<file path="src/rtl/lsh_pkg.sv">
package lsh_pkg;

   localparam logic [7:0] CH_COMMA   = 8'hBC;
   localparam logic [7:0] CH_START   = 8'h1C;
   localparam logic [7:0] CH_MF_END  = 8'h7C;
   localparam logic [7:0] CH_CFG_TAG = 8'h9C;

   localparam int CFG_NUM   = 5;
   localparam int CFG_FIRST = 2;

   typedef enum logic [1:0] {
      HS_LOW,
      HS_WAIT,
      HS_ALIGN,
      HS_DATA
   } hs_state_e;

   function automatic logic [7:0] cfg_mask(input int idx);
      case (idx)
         0: cfg_mask = 8'hFF;
         1: cfg_mask = 8'h1F;
         2: cfg_mask = 8'h1F;
         3: cfg_mask = 8'hFF;
         default: cfg_mask = 8'h07;
      endcase
   endfunction

endpackage

</file>
<file path="src/rtl/lsh_lmfc.sv">
module lsh_lmfc #(
   parameter int MF_LEN = 8,
   localparam int PW = (MF_LEN > 1) ? $clog2(MF_LEN) : 1
) (
   input  logic          clk,
   input  logic          rst_n,
   output logic [PW-1:0] pos,
   output logic          last
);

   assign last = (pos == PW'(MF_LEN - 1));

   always_ff @(posedge clk) begin
      if (!rst_n) begin
         pos <= '0;
      end else if (last) begin
         pos <= '0;
      end else begin
         pos <= pos + 1'b1;
      end
   end

endmodule

</file>
<file path="src/rtl/lsh_lane_cgs.sv">
module lsh_lane_cgs
   import lsh_pkg::*;
#(
   parameter int LOCK_COUNT = 4,
   localparam int CW = $clog2(LOCK_COUNT + 1)
) (
   input  logic       clk,
   input  logic       rst_n,
   input  logic       clear,
   input  logic [7:0] ch,
   input  logic       is_k,
   input  logic       err,
   output logic       locked,
   output logic       lost
);

   logic [CW-1:0] run;
   logic          good_comma;

   assign good_comma = is_k && !err && (ch == CH_COMMA);
   assign lost       = locked && err;

   always_ff @(posedge clk) begin
      if (!rst_n || clear) begin
         run    <= '0;
         locked <= 1'b0;
      end else if (!locked) begin
         if (!good_comma) begin
            run <= '0;
         end else if (run == CW'(LOCK_COUNT - 1)) begin
            locked <= 1'b1;
            run    <= '0;
         end else begin
            run <= run + 1'b1;
         end
      end else if (err) begin
         locked <= 1'b0;
         run    <= '0;
      end
   end

endmodule

</file>
<file path="src/rtl/lsh_lane_align.sv">
module lsh_lane_align
   import lsh_pkg::*;
#(
   parameter int PW = 3,
   parameter int MW = 2
) (
   input  logic                 clk,
   input  logic                 rst_n,
   input  logic                 active,
   input  logic [MW-1:0]        mf_idx,
   input  logic [PW-1:0]        pos,
   input  logic                 pos_last,
   input  logic [7:0]           ch,
   input  logic                 is_k,
   input  logic [CFG_NUM*8-1:0] expect_cfg,
   output logic                 marker_err,
   output logic                 cfg_bad
);

   logic       need_k;
   logic [7:0] want_ch;
   logic [CFG_NUM-1:0] field_bad;

   always_comb begin
      need_k  = 1'b1;
      want_ch = CH_START;
      if (pos == '0) begin
         want_ch = CH_START;
      end else if (pos_last) begin
         want_ch = CH_MF_END;
      end else if (mf_idx == MW'(1) && pos == PW'(1)) begin
         want_ch = CH_CFG_TAG;
      end else begin
         need_k = 1'b0;
      end
   end

   assign marker_err = active && need_k && !(is_k && ch == want_ch);

   for (genvar gi = 0; gi < CFG_NUM; gi++) begin : g_field
      logic [7:0] held;
      always_ff @(posedge clk) begin
         if (!rst_n) begin
            held <= '0;
         end else if (active && mf_idx == MW'(1) && pos == PW'(CFG_FIRST + gi)) begin
            held <= ch;
         end
      end
      assign field_bad[gi] = |((held ^ expect_cfg[gi*8 +: 8]) & cfg_mask(gi));
   end

   assign cfg_bad = |field_bad;

endmodule

</file>
<file path="src/rtl/link_sync_rx.sv">
module link_sync_rx
   import lsh_pkg::*;
#(
   parameter int LANES           = 2,
   parameter int FRAME_OCTETS    = 2,
   parameter int FRAMES_PER_MF   = 4,
   parameter int LOCK_COUNT      = 4,
   parameter int ILA_MULTIFRAMES = 4,
   parameter int SYNC_MIN_FRAMES = 4
) (
   input  logic               clk,
   input  logic               rst_n,
   input  logic [LANES*8-1:0] rx_char,
   input  logic [LANES-1:0]   rx_is_k,
   input  logic [LANES-1:0]   rx_err,
   input  logic [7:0]         cfg_octets_m1,
   input  logic [4:0]         cfg_frames_m1,
   input  logic [4:0]         cfg_lanes_m1,
   input  logic [7:0]         cfg_conv_m1,
   input  logic [2:0]         cfg_subclass,
   output logic               sync_n,
   output logic               link_up,
   output logic [LANES-1:0]   lane_err,
   output logic               cfg_mismatch
);

   localparam int MF_LEN  = FRAME_OCTETS * FRAMES_PER_MF;
   localparam int PW      = (MF_LEN > 1) ? $clog2(MF_LEN) : 1;
   localparam int MW      = $clog2(ILA_MULTIFRAMES);
   localparam int MIN_LOW = FRAME_OCTETS * SYNC_MIN_FRAMES;
   localparam int LW      = $clog2(MIN_LOW + 1);

   if (MF_LEN < CFG_FIRST + CFG_NUM + 1) begin : g_chk_mf
      $error("multiframe too short for configuration octets");
   end
   if (ILA_MULTIFRAMES < 2) begin : g_chk_ila
      $error("alignment needs at least two multiframes");
   end
   if (LANES < 1 || LANES > 32) begin : g_chk_lanes
      $error("LANES out of range");
   end
   if (LOCK_COUNT < 1 || SYNC_MIN_FRAMES < 1) begin : g_chk_cnt
      $error("counts must be positive");
   end

   hs_state_e state, state_nx;
   logic [PW-1:0] pos;
   logic          pos_last;
   logic [MW-1:0] mf_idx;
   logic          low_done;
   logic          align_on;
   logic          align_end;
   logic          restart;
   logic          all_locked;
   logic [LANES-1:0] lane_locked, lane_lost, lane_mark, lane_cfg;
   logic [LANES-1:0] bad_mark, bad_cfg, bad_lost, bad_any;
   logic [CFG_NUM*8-1:0] expect_cfg;
   logic [MW-1:0] mf_use;

   assign expect_cfg = {5'b0, cfg_subclass,
                        cfg_conv_m1,
                        3'b0, cfg_lanes_m1,
                        3'b0, cfg_frames_m1,
                        cfg_octets_m1};

   lsh_lmfc #(.MF_LEN(MF_LEN)) u_lmfc (
      .clk   (clk),
      .rst_n (rst_n),
      .pos   (pos),
      .last  (pos_last)
   );

   assign align_on  = (state == HS_WAIT && pos == '0) || (state == HS_ALIGN);
   assign mf_use    = (state == HS_ALIGN) ? mf_idx : '0;
   assign align_end = (state == HS_ALIGN) && pos_last
                      && (mf_idx == MW'(ILA_MULTIFRAMES - 1));

   for (genvar gl = 0; gl < LANES; gl++) begin : g_lane
      lsh_lane_cgs #(.LOCK_COUNT(LOCK_COUNT)) u_cgs (
         .clk    (clk),
         .rst_n  (rst_n),
         .clear  (restart),
         .ch     (rx_char[gl*8 +: 8]),
         .is_k   (rx_is_k[gl]),
         .err    (rx_err[gl]),
         .locked (lane_locked[gl]),
         .lost   (lane_lost[gl])
      );
      lsh_lane_align #(.PW(PW), .MW(MW)) u_align (
         .clk        (clk),
         .rst_n      (rst_n),
         .active     (align_on),
         .mf_idx     (mf_use),
         .pos        (pos),
         .pos_last   (pos_last),
         .ch         (rx_char[gl*8 +: 8]),
         .is_k       (rx_is_k[gl]),
         .expect_cfg (expect_cfg),
         .marker_err (lane_mark[gl]),
         .cfg_bad    (lane_cfg[gl])
      );
   end

   if (LANES == 1) begin : g_one
      assign all_locked = lane_locked[0];
   end else begin : g_many
      assign all_locked = &lane_locked;
   end

   assign bad_mark = lane_mark & {LANES{align_on}};
   assign bad_cfg  = lane_cfg & {LANES{align_end}};
   assign bad_lost = lane_lost & {LANES{state != HS_LOW}};
   assign bad_any  = bad_mark | bad_cfg | bad_lost;
   assign restart  = |bad_any;

   if (MIN_LOW == 1) begin : g_nolow
      assign low_done = 1'b1;
   end else begin : g_lowcnt
      logic [LW-1:0] low_cnt;
      always_ff @(posedge clk) begin
         if (!rst_n || state != HS_LOW) begin
            low_cnt <= '0;
         end else if (low_cnt != LW'(MIN_LOW - 1)) begin
            low_cnt <= low_cnt + 1'b1;
         end
      end
      assign low_done = (low_cnt == LW'(MIN_LOW - 1));
   end

   always_comb begin
      state_nx = state;
      case (state)
         HS_LOW:   if (all_locked && low_done) state_nx = HS_WAIT;
         HS_WAIT:  if (restart) state_nx = HS_LOW;
                   else if (pos == '0) state_nx = HS_ALIGN;
         HS_ALIGN: if (restart) state_nx = HS_LOW;
                   else if (align_end) state_nx = HS_DATA;
         HS_DATA:  if (restart) state_nx = HS_LOW;
         default:  state_nx = HS_LOW;
      endcase
   end

   always_ff @(posedge clk) begin
      if (!rst_n) begin
         state        <= HS_LOW;
         mf_idx       <= '0;
         lane_err     <= '0;
         cfg_mismatch <= 1'b0;
      end else begin
         state        <= state_nx;
         lane_err     <= lane_err | bad_any;
         cfg_mismatch <= cfg_mismatch | (|bad_cfg);
         if (state != HS_ALIGN) begin
            mf_idx <= '0;
         end else if (pos_last) begin
            mf_idx <= mf_idx + 1'b1;
         end
      end
   end

   assign sync_n  = (state != HS_LOW);
   assign link_up = (state == HS_DATA);

endmodule

</file>
<file path="config.mk">
export PLATFORM = sky130hd
export DESIGN_NAME = link_sync_rx
export DESIGN_NICKNAME = d
export VERILOG_FILES = /design/src/rtl/lsh_pkg.sv /design/src/rtl/lsh_lmfc.sv /design/src/rtl/lsh_lane_cgs.sv /design/src/rtl/lsh_lane_align.sv /design/src/rtl/link_sync_rx.sv
export SDC_FILE = /design/constraint.sdc
export NUM_CORES = 1
export LEC_CHECK = 0
export ABC_AREA = 1
export BUFFER_PORTS_ARGS = -buffer_cell sky130_fd_sc_hd__buf_4
export CAP_MARGIN = 20
export CORE_AREA = 2 2 86 88
export DETAILED_ROUTE_END_ITERATION = 7
export DIE_AREA = 0 0 88 90
export PLACE_DENSITY = 0.8
export SETUP_SLACK_MARGIN = 0.3
export SYNTH_ARGS = -nofsm -noshare
export SYNTH_HDL_FRONTEND = slang
export SYNTH_SLANG_ARGS = --single-unit
</file>
<file path="constraint.sdc">
create_clock -name clk -period 5.1 [get_ports clk]
set_clock_uncertainty 0.15 [all_clocks]
set_input_delay 1.02 -clock clk [delete_from_list [all_inputs] [get_ports clk]]
set_output_delay 1.02 -clock clk [all_outputs]
set_load 0.02 [all_outputs]
</file>
Yosys cells after proc, flatten, opt, wreduce, memory -nomap -nowiden
Cells that the tools add are included.

Input port bits: 51. Output and inout bits: 5. Register bits: 80. Word-level logic and storage cells: 141.

$add $sub $neg: 5. Bitwise operators: 18. Reduce and logical (&&, ||, !) cells: 41. Equality and inequality tests: 27. Multiplexer cells: 30.

Operators with widths (count): $reduce_or A29 Y1 (2); $xor A8 B8 Y8 (4); $mux W3 (8); $mux W8 (3); $logic_and A1 B1 Y1 (22); $xor A5 B5 Y5 (4); $eq A8 B8 Y1 (2); $eq A8 B8 Y1 const B (2); $mux W2 (7); $eq A3 B2 Y1 const B (4); $eq A3 B3 Y1 const B (4); $mux W1 (11); $add A3 B1 Y3 const B (3); $ne A2 B2 Y1 const B (4); $pmux W2 S4 (1); $reduce_or A2 Y1 (4); $and A2 B2 Y2 (3); $eq A2 B2 Y1 const B (3); $or A2 B2 Y2 (3); $xor A3 B3 Y3 (2); $logic_not A1 Y1 (5); $add A4 B1 Y4 const B (1); $eq A2 B1 Y1 const B (2); $eq A4 B3 Y1 const B (1); other kinds (14) (16).

Depth between registers and ports, before layout
Gate-level depths: netlist of run 1.

Word-level depth: 17. Mapped depth: 17. Depth with buffers taken out: 17.

By module
From an unflattened synthesis of run 1, not the netlist that was laid out.

Cell total of the unflattened synthesis: 658. Area total of the unflattened synthesis: 4498.1 sq um.

Modules (own cells, without submodules): lsh_lane_align (area each 1612.8 sq um, times used 2, seq. area each 580.6 sq um, cells each 232); link_sync_rx (area each 630.6 sq um, times used 1, seq. area each 220.2 sq um, cells each 96); lsh_lane_cgs (area each 264.0 sq um, times used 2, seq. area each 80.1 sq um, cells each 43); lsh_lmfc (area each 113.9 sq um, times used 1, seq. area each 60.1 sq um, cells each 12).

Worst setup path before layout of run 1
No wires, ideal clock.

Kind: input to register. Start point: in cfg_octets_m1[7]. End point: reg state[1]. Data arrival time: 2.060 ns. Stages on the path: 16. Setup slack: 2.781 ns. Library setup time: 0.109 ns. Data required time: 4.841 ns. Path buffers: 0. Path through: inv_1 -> nand2_1 -> nand2_1 -> nand3_1 -> nor2_1 -> nand2_1 -> nor2_1 -> nand2_1 -> nand2_1 -> nand3_1 -> nor2_4 -> nand2_1 -> nand2_1 -> o21ai_1 -> nand2_1 -> inv_1.

Word-level cells in the longest chain between the ends: 8. Elaborated cells between the ends (all ways): 15. Classes of those cells: eq/ne (3); mux (3); bitwise (5); reduce/logical (4).

RTL lines: from (decl) (RTL line link_sync_rx.sv:16) `input logic [7:0] cfg_octets_m1,`; $xor A8 B8 Y8 (RTL line lsh_lane_align.sv:49) `assign field_bad[gi] = |((held ^ expect_cfg[gi*8 +: 8]) & cfg_mask(gi));`; $reduce_or A29 Y1 (RTL line lsh_lane_align.sv:52) `assign cfg_bad = |field_bad;`; $and A2 B2 Y2 (*) (RTL line link_sync_rx.sv:111) `assign bad_cfg = lane_cfg & {LANES{align_end}};`; $or A2 B2 Y2 (*) (2 in series) (RTL line link_sync_rx.sv:113) `assign bad_any = bad_mark | bad_cfg | bad_lost;`; $reduce_or A2 Y1 (*) (RTL line link_sync_rx.sv:114) `assign restart = |bad_any;`; $ne A3 B1 Y1 (no source line) (tied with other cells); $reduce_and A4 Y1 (no source line) or $pmux W2 S4 (tied branches); to (signal assigned) (RTL line link_sync_rx.sv:150) `state <= state_nx;`; to (decl) (RTL line link_sync_rx.sv:46) `hs_state_e state, state_nx;`.

Mark *: on every way between the ends. The rest lies on a longest branch, timed or not. A chain may end at the register's enable or synchronous reset.

Final worst setup path of run 1
Start point: reg state[0]. End point: reg g_lane[0].u_align.g_field[3].held[7].

Word-level cells in the longest chain between the ends: 5. Elaborated cells between the ends (all ways): 8. Classes of those cells: eq/ne (3); mux (1); reduce/logical (4).

RTL lines: $eq A2 B2 Y1 or $eq A2 B1 Y1 (tied branches) (RTL line link_sync_rx.sv:73, link_sync_rx.sv:74); $mux W2 or $logic_and A1 B1 Y1 (tied branches) (RTL line link_sync_rx.sv:74, link_sync_rx.sv:73); $eq A2 B1 Y1 or $logic_or A1 B1 Y1 (tied branches) (RTL line lsh_lane_align.sv:45, link_sync_rx.sv:73); $logic_and A1 B1 Y1 (*) (2 in series) (RTL line lsh_lane_align.sv:45) `end else if (active && mf_idx == MW'(1) && pos == PW'(CFG_FIRST + gi)) begin`; to (signal assigned) (RTL line lsh_lane_align.sv:46) `held <= ch;`; to (decl) (RTL line lsh_lane_align.sv:41) `logic [7:0] held;`.

Marks and branches as above.

==> summary.md, run 1 <==
• 55 — count of port buffers added during placement
• 0.517 — share of the clock period used by the worst path
• 90 um — die height
• 3 — depth of the CTS H-tree
• 2640 ps — final period demand of the worst path
• false — unrepaired setup endpoints after global routing
• 4660 um^2 — placed instance area
• 15.3% — layout overhead on the synthesized area
• 0.871 — RePlAce Congestion
• 0 — CTS Hold Buffers Added
• 3,622 — vias in the first global route
• 2460 ps — flop2flop setup slack
• 0 — proportion of synthesized area in mux cells
• reg2reg — Critical Setup Path Class
• 0.123 — layout cell share with drive strength beyond 1
• 0.163 — Compound-Gate Fraction of Synth Area
• 5160 ps — CP required
• g_lane[0].u_cgs.run[2] — hold wc startpoint
• 80 ps — Clk pin slew, worst setup/hold paths
• 0 — initial antenna violation count
• 0.325 — worst rel slew slack
• 13.5 um — WL per Instance
• 16,900 um — global-route wire length before repair
• 256 nW/um^2 — PD cells
• state[0] — startpoint of the worst-slack reg-to-reg timing path
• 4840 um^2 — Final Cell Area
• 8 — depth of the most critical reg-to-reg path
• 0 ps — Final TNS setup
• 0.271 — Total Routing Usage GR
• 56 — IO Pins
• 731 — Final Net Count
• 32 — largest fanout on the critical path
• 0 — count of antenna-violating nets left after detailed routing
• 0 — Yosys Warn Count
• 26 — library cells used by synthesis
• 2 — number of cells traversed by the worst hold path
• sky130_fd_sc_hd__dfxtp_1 — post-synth top area cell
• 7020 um^2 — core area
• flop — CP startpoint kind
• 0 — Setup-failing EPs final
• 5.13 — via density per instance
• 0 — Max Slew Vio Count
• 621 — number of instances in the synthesized netlist
• 307 — number of DRC markers after the initial detailed-route iteration
• 0.597 — initial core utilization
• 682 — Net Count, Synth
• 2 — number of buffers between clock root and the deepest sink
• 0.0773 — synthesized-area fraction occupied by xor and xnor cells
• 5 — drt pass-1 iters
• 0 — diodes inserted
• done — clock tree from TritonCTS
• 0.240 — Synth Area in Simple Gates
• 61 — largest net degree at the start of global routing
• 3,968 — vias post-DR
• 1.24 mW — Total Power Consumption
• 1010 ps — Slew @ Worst Pin
• complete, no violations — status
• reg2reg — hold crit path type
• sky130_fd_sc_hd__clkbuf_8 — root buffer cell
• 6.75 um^2 — Post-Syn Area per Cell
• 0.379 GHz — timing-limited maximum frequency
• 88 um — chip width
• 0.689 — final standard cell utilization of the core
• flop — Critical Path Sink Type
• 9 — number of clock buffers inserted by TritonCTS
• g_lane[0].u_cgs.run[2] — end point of the most critical hold path
• 0 — global route overflow
• 0.382 — part of the Yosys area used for sequential elements
• 0 — # DRC
• simple AND/OR/NAND/NOR gates — main combinational cell family by area after synthesis
• 2.09 nW — LEAKAGE
• 0 — # Max-Cap Violations
• 80 — number of synthesized register bits
• 10,400 um — total length of routed wires
• 7920 um^2 — Die Outline Area
• g_lane[0].u_align.g_field[3].held[7] — capture instance of the worst register-to-register path
• 0 — number of hold-slack violations in the final timing report
• 2700 ps — endpoint arrival time on the critical path
• 4190 um^2 — Mapped Area
• 7590 um — hpwl dp
• 80 — clock sink total
• 360 ps — clock latency on the worst-skew pair
• 31 — row cnt
• 0 — Setup Fix Bufs, Post-CTS
• sky130_fd_sc_hd__dfxtp_1 (38%), sky130_fd_sc_hd__nand2_1 (13%), sky130_fd_sc_hd__inv_1 (8.8%), sky130_fd_sc_hd__a21oi_1 (8.4%), sky130_fd_sc_hd__o21ai_0 (6.9%) — cell types with the largest area share after synthesis
• 0 — Resized Gates After CTS
• 0.000155 V — worst vdd rail ir drop
• 0.382 — area share of the largest cell type after synthesis
• 0.0298 — Post-Synth Adder-Cell Area
-- sequential cells by signal, indices dropped and copies added, names as in the netlist --
| register | count |
|---|---|
| g_lane.u_cgs.run | 6 |
| u_lmfc.pos | 3 |
| state | 2 |
| cfg_mismatch | 1 |
| mf_idx | 2 |
| g_lowcnt.low_cnt | 4 |
| g_lane.u_cgs.locked | 2 |
| g_lane.u_align.g_field.held | 58 |
| lane_err | 2 |
-- worst max-delay path by stage --
stage	from	end	slack, ps	depth (start not counted)
after global routing	state[0]	g_lane[0].u_align.g_field[3].held[7]	2150	8
after CTS	state[0]	g_lane[0].u_align.g_field[0].held[7]	2500	8
after detailed placement	cfg_octets_m1[7]	state[0]	2320	16
after global placement	cfg_octets_m1[7]	state[1]	2370	17
final	state[0]	g_lane[0].u_align.g_field[3].held[7]	2460	8
after floorplan	cfg_octets_m1[7]	state[1]	2780	16
-- per-layer routing --
layer / up-vias / global-route usage / wire length, um
li1: 2040 / - / -
met1: 1812 / 0.362 / 4730
met2: 100 / 0.447 / 5020
met3: 16 / 0.0422 / 468
met4: 0 / 0.0795 / 191
met5: - / 0 / 0
-- power breakdown --
group / internal [mW] / switching, mW
Clock: 0.172 / 0.234
Combinational: 0.0746 / 0.108
Sequential: 0.636 / 0.0113
-- final cells by class --
type / instances / area (um^2)
Tap cell: 99 / 124
Clock buffer: 11 / 131
Fill cell: 606 / 2180
Timing Repair Buffer: 56 / 438
Inverter: 101 / 380
Sequential cell: 80 / 1600
Multi-Input combinational cell: 422 / 2140
Clock inverter: 4 / 22.5
-- logic make-up after synthesis --
family | Yosys count
xor+xnor | 37
buf+inv | 119
fa+ha+maj | 10
flops | 80
compound gates | 135
simple gates | 240
-- per-stage QoR --
step                      hold slack (ps)  worst slack (ps)  std cells
after floorplan                       272              2780        621
after global routing                  313              2150        773
final                                 306              2460        773
after CTS                             302              2500        772
after global placement                283              2370        757
after detailed placement              285              2320        757
-- cells in the mapped netlist --
library cell,instances
sky130_fd_sc_hd__a31oi_1,2
sky130_fd_sc_hd__nand2_1,141
sky130_fd_sc_hd__o21ai_1,3
sky130_fd_sc_hd__nor2_1,50
sky130_fd_sc_hd__a21oi_2,1
sky130_fd_sc_hd__or2_2,1
sky130_fd_sc_hd__nor2_4,2
sky130_fd_sc_hd__o21ai_0,58
sky130_fd_sc_hd__nand3_2,1
sky130_fd_sc_hd__o31ai_1,1
sky130_fd_sc_hd__xnor2_1,24
sky130_fd_sc_hd__clkinv_2,1
sky130_fd_sc_hd__nor2_2,2
sky130_fd_sc_hd__dfxtp_1,80
sky130_fd_sc_hd__nand3_1,32
sky130_fd_sc_hd__nor3_1,3
sky130_fd_sc_hd__nand2_2,3
sky130_fd_sc_hd__a21oi_1,70
sky130_fd_sc_hd__inv_2,2
sky130_fd_sc_hd__nor3b_2,1
sky130_fd_sc_hd__xor2_1,13
sky130_fd_sc_hd__nand3b_1,4
sky130_fd_sc_hd__clkbuf_1,14
sky130_fd_sc_hd__ha_1,10
sky130_fd_sc_hd__buf_2,4
sky130_fd_sc_hd__inv_1,98
-- cells in the final DEF (no fill, tap or decap) --
cell	Yosys	final
sky130_fd_sc_hd__nor3b_2	1	1
sky130_fd_sc_hd__clkinvlp_4	0	1
sky130_fd_sc_hd__o21ai_1	3	3
sky130_fd_sc_hd__nand2_2	3	3
sky130_fd_sc_hd__nor2_4	2	2
sky130_fd_sc_hd__clkinv_2	1	4
sky130_fd_sc_hd__clkbuf_1	14	2
sky130_fd_sc_hd__nor2_2	2	2
sky130_fd_sc_hd__ha_1	10	10
sky130_fd_sc_hd__a21oi_1	70	70
sky130_fd_sc_hd__a31oi_1	2	2
sky130_fd_sc_hd__inv_2	2	2
sky130_fd_sc_hd__o21ai_0	58	58
sky130_fd_sc_hd__clkbuf_16	0	1
sky130_fd_sc_hd__dfxtp_1	80	80
sky130_fd_sc_hd__or2_2	1	1
sky130_fd_sc_hd__nand3b_1	4	4
sky130_fd_sc_hd__inv_1	98	98
sky130_fd_sc_hd__o31ai_1	1	1
sky130_fd_sc_hd__nand3_2	1	1
sky130_fd_sc_hd__nor3_1	3	3
sky130_fd_sc_hd__xor2_1	13	13
sky130_fd_sc_hd__a21oi_2	1	1
sky130_fd_sc_hd__nor2_1	50	50
sky130_fd_sc_hd__nand3_1	32	32
sky130_fd_sc_hd__xnor2_1	24	24
sky130_fd_sc_hd__buf_4	0	55
sky130_fd_sc_hd__nand2_1	141	141
sky130_fd_sc_hd__clkbuf_8	0	9
-- critical path, cell delays in order (launching register included) --
cell	delay (ps)
sky130_fd_sc_hd__dfxtp_1	340
sky130_fd_sc_hd__inv_2	100
sky130_fd_sc_hd__nand2_2	70
sky130_fd_sc_hd__clkinv_2	90
sky130_fd_sc_hd__nand2_2	80
sky130_fd_sc_hd__inv_1	280
sky130_fd_sc_hd__nand3_1	780
sky130_fd_sc_hd__o21ai_0	530
sky130_fd_sc_hd__a21oi_1	70
Note: power is estimated with default switching activity, not from simulation.
==> inputs of run 2 (changes only) <==
CORE_AREA = 2 2 89 91   (was 2 2 86 88)
DIE_AREA = 0 0 91 93   (was 0 0 88 90)
PLACE_DENSITY = 0.75   (was 0.8)
clock period = 2.7 ns   (was 5.1 ns; I/O delays follow)
==> run 2 against run 1 <==
  * Core utilization fell by 2.6 points
  * Critical path depth increased by 8
  * Total power grew 120%
==> summary.md, run 2 (synthesis results as in run 1) <==
• 61 — largest net degree at the start of global routing, unchanged
• false — unrepaired setup endpoints after global routing
• 19.0% — layout overhead on the synthesized area
• 3,528 — vias in the first global route, -2.6%
• 0 — Setup Fix Bufs, Post-CTS, unchanged
• 2230 ps — final period demand of the worst path, -407 ps
• 0.633 — worst rel slew slack, +0.308
• 56 — IO Pins, unchanged
• reg2reg — Critical Setup Path Class
• 7530 um^2 — core area, +7.2%
• 0.253 — Total Routing Usage GR, -0.0182
• flop — CP startpoint kind
• 0 — # Max-Cap Violations, unchanged
• done — clock tree from TritonCTS
• sky130_fd_sc_hd__clkbuf_8 — root buffer cell
• 0.140 — layout cell share with drive strength beyond 1, +0.0170
• 2.14 nW — LEAKAGE, +2.6%
• 7550 um — hpwl dp, -0.59%
• state[1] — capture instance of the worst register-to-register path
• 0 — global route overflow, unchanged
• 58 — Largest register FFs, unchanged
• 734 — Final Net Count, +0.41%
• 9 — number of clock buffers inserted by TritonCTS, unchanged
• 2.68 mW — Total Power Consumption, +120%
• 0 — count of antenna-violating nets left after detailed routing, unchanged
• 2 — number of buffers between clock root and the deepest sink, unchanged
• 10,400 um — total length of routed wires, -0.32%
• 16 — depth of the most critical reg-to-reg path, +8
• 0 ps — Final TNS setup, unchanged
• 0 — CTS Hold Buffers Added, unchanged
• 294 ps — worst setup slack before clock tree synthesis, -2020 ps
• 93 um — die height, +3.3%
• 0.000323 V — worst vdd rail ir drop, +110%
• 0 — Max Slew Vio Count, unchanged
• 16,800 um — global-route wire length before repair, -0.12%
• 0 — # DRC, unchanged
• 764 — number of instances in the placed design, +0.92%
• 551 ps — Slew @ Worst Pin, -459 ps
• 0 — diodes inserted, unchanged
• 2340 ps — endpoint arrival time on the critical path, -360 ps
• 80 — clock sink total, unchanged
• 470 ps — flop2flop setup slack, -1990 ps
• 32 — row cnt, +3.2%
• 698 — Filler cells, +15%
• 0.825 — share of the clock period used by the worst path, +0.309
• 0.843 — RePlAce Congestion, -3.2%
• 0 — number of hold-slack violations in the final timing report, unchanged
• sky130_fd_sc_hd__nand2_1 — most frequent standard cell in the layout excluding fill and tap cells
• 0.449 GHz — timing-limited maximum frequency, +18%
• 13.3 um — WL per Instance, -1.2%
• 4990 um^2 — Final Cell Area, +3.2%
• g_lane[0].u_cgs.run[2] — end point of the most critical hold path
• 3 — depth of the CTS H-tree, unchanged
• g_lane[0].u_cgs.run[2] — hold wc startpoint
• 5 — drt pass-1 iters, unchanged
• 8460 um^2 — Die Outline Area, +6.9%
• 0.557 — initial core utilization, -0.0402
• g_lane.u_align.g_field.held: 58 flops, g_lane.u_cgs.run: 6 flops, g_lowcnt.low_cnt: 4 flops — Largest regs
• 538 nW/um^2 — PD cells, +110%
• g_lane.u_align.g_field.held — most flop-heavy register
• 471 ps — slack of the critical path, -1990 ps
• 260 — number of DRC markers after the initial detailed-route iteration, -15%
• 2180 um^2 — area of combinational cells with multiple inputs, +2.0%
• complete, no violations — status
• reg2reg — hold crit path type
• 2810 ps — CP required, -2350 ps
• 0 — initial antenna violation count, unchanged
• flop — Critical Path Sink Type
• u_lmfc.pos[0] — startpoint of the worst-slack reg-to-reg timing path
• 91 um — chip width, +3.4%
• sky130_fd_sc_hd__nand2_1 (141), sky130_fd_sc_hd__inv_1 (98), sky130_fd_sc_hd__dfxtp_1 (78) — highest-count cells in the layout ignoring fill and taps
• 780 — non-filler cells, final, +0.91%
• 0 — Setup-failing EPs final, unchanged
• 80 ps — Clk pin slew, worst setup/hold paths, about the same
• 4690 um^2 — placed instance area, +0.73%
• 3,966 — vias post-DR, -0.050%
• 2 — number of cells traversed by the worst hold path, unchanged
• 6 — largest fanout on the critical path, -81%
• 5.08 — via density per instance, -0.95%
• 55 — count of port buffers added during placement, unchanged
• 1610 um^2 — Sequential Area, +0.31%
• 360 ps — clock latency on the worst-skew pair, about the same
-- run 2: what timing repair did --
item / CTS / global route
setup endpoints to repair: 5 / 10
resized for setup: 3 / 8
pin swaps: 1 / 2
endpoints found under the hold margin: 0 / 0
-- run 2: area by class of cell --
type	instances	share of cell area
sequential	80	0.322
clock buffer	10	0.0276
tap	102	0.0256
multi-input combinational	422	0.437
inverter	101	0.0762
timing repair buffer	59	0.0887
clock inverter	6	0.0231
-- run 2: stage by stage --
step,utilization,hold slack [ps]
after floorplan,-,272
final,0.663,299
after detailed placement,0.623,288
after CTS,0.659,300
after global routing,0.663,324
after global placement,0.623,288
-- run 2: worst max-delay path by stage --
stage	start	to	slack [ps]	depth (start not counted)
finish	u_lmfc.pos[0]	state[1]	470	16
global route	u_lmfc.pos[0]	state[1]	310	16
detailed placement	u_lmfc.pos[0]	state[1]	290	15
floorplan	u_lmfc.pos[0]	state[1]	650	15
CTS	u_lmfc.pos[0]	state[1]	330	15
global placement	u_lmfc.pos[0]	state[1]	390	15
-- run 2: worst max-delay path, cell delays in order, from the launching register on --
cell and delay (ps):
sky130_fd_sc_hd__dfxtp_4 380, sky130_fd_sc_hd__inv_1 60, sky130_fd_sc_hd__ha_1 210, sky130_fd_sc_hd__inv_1 120, sky130_fd_sc_hd__nor2_4 70, sky130_fd_sc_hd__nor2_4 150, sky130_fd_sc_hd__nand3_1 80, sky130_fd_sc_hd__a21oi_1 140
sky130_fd_sc_hd__nand3_1 80, sky130_fd_sc_hd__nand2_1 80, sky130_fd_sc_hd__nand3_2 110, sky130_fd_sc_hd__nor2_4 160, sky130_fd_sc_hd__nand2_1 100, sky130_fd_sc_hd__nand2_1 70, sky130_fd_sc_hd__o21ai_1 60, sky130_fd_sc_hd__nand2_1 80
sky130_fd_sc_hd__inv_1 40
-- run 2: where the power goes --
part | internal (mW) | total (mW) | leakage, nW | switching (mW)
combinational | 0.144 | 0.347 | 1.37 | 0.203
sequential | 1.20 | 1.22 | 0.646 | 0.0214
clock | 0.644 | 1.11 | 0.123 | 0.468
total | 1.99 | 2.68 | 2.14 | 0.693
-- run 2: layer usage --
metal | GRT usage | wire [um] | vias up
met2 | 0.437 | 5100 | 96
met4 | 0.0997 | 196 | 0
met5 | 0 | 0 | -
met3 | 0.0330 | 466 | 16
met1 | 0.321 | 4620 | 1804
li1 | - | - | 2050
==> inputs of run 3 (changes only) <==
clock period = 2.1 ns   (was 2.7 ns; I/O delays follow)
==> run 3 against run 2 <==
  * The flow now finishes with violations (negative setup slack)
  * Register-to-register slack worse by 570 ps
  * Die area stayed put
  * Maximum frequency is 1.3% higher
  * Sequential cell count stayed put
  * Wire length up 2.9%
  * Via count rose by 0.40%
  * Combinational power increased by 42%
  * Core utilization grew 1.6 points
  * Critical endpoint is now state[0]
  * Largest cell class unchanged
  * Largest power group unchanged
  * Highest routed layer unchanged
==> summary.md, run 3 (synthesis results as in run 1) <==
• 742 — Final Net Count, +1.1%
• -286 ps — Final TNS setup, -286 ps
• 2290 ps — endpoint arrival time on the critical path, -50 ps
• 0.182 — layout cell share with drive strength beyond 1, +0.0421
• 0.455 GHz — timing-limited maximum frequency, +1.3%
• 2190 ps — CP required, -620 ps
• 257 — number of DRC markers after the initial detailed-route iteration, -1.2%
• sky130_fd_sc_hd__clkbuf_8 — root buffer cell
• 664 — Filler cells, -4.9%
• 6 — Setup-failing EPs final, +6
• -26.4 ps — worst setup slack before clock tree synthesis, -320 ps
• 4770 um^2 — placed instance area, +1.7%
• 0.847 — RePlAce Congestion, +0.45%
• 55 — count of port buffers added during placement, unchanged
• flop — Critical Path Sink Type
• 3,679 — vias in the first global route, +4.3%
• 3.22 mW — Total Power Consumption, +20%
• 0.000421 V — worst vdd rail ir drop, +31%
• 5.05 — via density per instance, -0.62%
• 8460 um^2 — Die Outline Area, unchanged
• 0.557 — initial core utilization, unchanged
• 17,200 um — global-route wire length before repair, +2.3%
• 91 um — chip width, unchanged
• 557 ps — Slew @ Worst Pin, +6.26 ps
• 630 nW/um^2 — PD cells, +17%
• g_lane.u_align.g_field.held: 58 flops, g_lane.u_cgs.run: 6 flops, g_lowcnt.low_cnt: 4 flops — Largest regs
• 13.5 um — WL per Instance, +1.8%
• g_lane.u_align.g_field.held — most flop-heavy register
• 1.05 — share of the clock period used by the worst path, +0.222
• 0 — diodes inserted, unchanged
• 80 — clock sink total, unchanged
• 3,982 — vias post-DR, +0.40%
• 5 — drt pass-1 iters, unchanged
• sky130_fd_sc_hd__nand2_1 — most frequent standard cell in the layout excluding fill and tap cells
• -100 ps — slack of the critical path, -572 ps
• finished with violations — status
• 7630 um — hpwl dp, +1.1%
• 58 — Largest register FFs, unchanged
• in2reg — hold crit path type
• 0 — Max Slew Vio Count, unchanged
• sky130_fd_sc_hd__nand2_1 (139), sky130_fd_sc_hd__inv_1 (94), sky130_fd_sc_hd__dfxtp_1 (76) — highest-count cells in the layout ignoring fill and taps
• 5110 um^2 — Final Cell Area, +2.4%
• done — clock tree from TritonCTS
• 9 — number of clock buffers inserted by TritonCTS, unchanged
• 56 — IO Pins, unchanged
• 32 — row cnt, unchanged
• 2 — number of buffers between clock root and the deepest sink, unchanged
• 80 ps — Clk pin slew, worst setup/hold paths, about the same
• 0 — count of antenna-violating nets left after detailed routing, unchanged
• 6 — largest fanout on the critical path, unchanged
• reg2reg — Critical Setup Path Class
• 2.18 nW — LEAKAGE, +1.8%
• 7530 um^2 — core area, unchanged
• 61 — largest net degree at the start of global routing, unchanged
• 0 — CTS Hold Buffers Added, unchanged
• 3 — depth of the CTS H-tree, unchanged
• 0 — # DRC, unchanged
• 0 — # Max-Cap Violations, unchanged
• 0.257 — Total Routing Usage GR, +0.00380
• 0 — initial antenna violation count, unchanged
• flop — CP startpoint kind
• 0 — global route overflow, unchanged
• 360 ps — clock latency on the worst-skew pair, about the same
• 0.629 — worst rel slew slack, -0.00417
• 93 um — die height, unchanged
• 10,700 um — total length of routed wires, +2.9%
• negative setup slack — failing checks
• 0 — number of hold-slack violations in the final timing report, unchanged
• true — unrepaired setup endpoints after global routing
• 21.9% — layout overhead on the synthesized area
• 2200 ps — final period demand of the worst path, -28.5 ps
==> run 3: cell types whose count changed in the layout (fill, tap and decap cells not counted), sizes merged <==
cell      before  now
clkinvlp       1    2
bufinv         3    1
buf           59   67
clkbuf        10   12
inv          101  100
==> run 3: report_power, final <==
group,switching (mW),leakage (nW),internal (mW)
combinational,0.286,1.44,0.207
sequential,0.0315,0.647,1.55
clock,0.565,0.0928,0.585
==> run 3: final cells by class <==
| type | instances | area (um^2) | share of cell area |
|---|---|---|---|
| inverters | 101 | 383 | 0.0749 |
| flip-flops and latches | 80 | 1610 | 0.315 |
| well taps | 102 | 128 | 0.0250 |
| repair buffers | 67 | 518 | 0.101 |
| clock inverters | 4 | 53.8 | 0.0105 |
| clock buffers | 12 | 145 | 0.0284 |
| multi-input cells | 422 | 2270 | 0.445 |
==> run 3: per-stage QoR <==
stage,cells,utilization,hold WS (ps)
global route,788,0.679,234
global placement,767,0.633,291
CTS,787,0.668,213
detailed placement,767,0.633,291
finish,788,0.679,232
floorplan,621,-,272
==> run 3: worst max-delay path, cell delays in order, from the launching register on <==
cell and delay [ps]:
sky130_fd_sc_hd__dfxtp_4 380, sky130_fd_sc_hd__ha_4 150, sky130_fd_sc_hd__ha_4 180, sky130_fd_sc_hd__inv_4 50
sky130_fd_sc_hd__nor2_4 110, sky130_fd_sc_hd__nand3_2 90, sky130_fd_sc_hd__a21oi_2 120, sky130_fd_sc_hd__nand3_1 80
sky130_fd_sc_hd__nand2_1 110, sky130_fd_sc_hd__nand3_2 120, sky130_fd_sc_hd__nor2_4 230, sky130_fd_sc_hd__o21ai_1 130
sky130_fd_sc_hd__nand3_1 120, sky130_fd_sc_hd__a21oi_2 60
==> run 3: final timing paths <==
path,cells past startpoint,to,startpoint,slack (ps)
worst max-delay path,13,state[0],u_lmfc.pos[0],-100
worst min-delay path,4,g_lane[0].u_cgs.run[1],rx_err[0],230
worst max register to register,13,state[0],u_lmfc.pos[0],-100
worst min register to register,2,g_lane[0].u_cgs.run[2],g_lane[0].u_cgs.run[2],300
==> run 3: routing by layer <==
metal / track usage / wire [um] / part of all wire
met2: 0.448 / 5230 / 0.49
met5: 0 / 0 / 0
met4: 0.0871 / 221 / 0.021
met3: 0.0475 / 590 / 0.055
met1: 0.319 / 4640 / 0.43
==> run 3: what timing repair did <==
| item | CTS | global route |
|---|---|---|
| setup endpoints to repair | 17 | 67 |
| gates resized for setup | 9 | 23 |
| pin swaps | 4 | 7 |
| setup buffers | 4 | 1 |
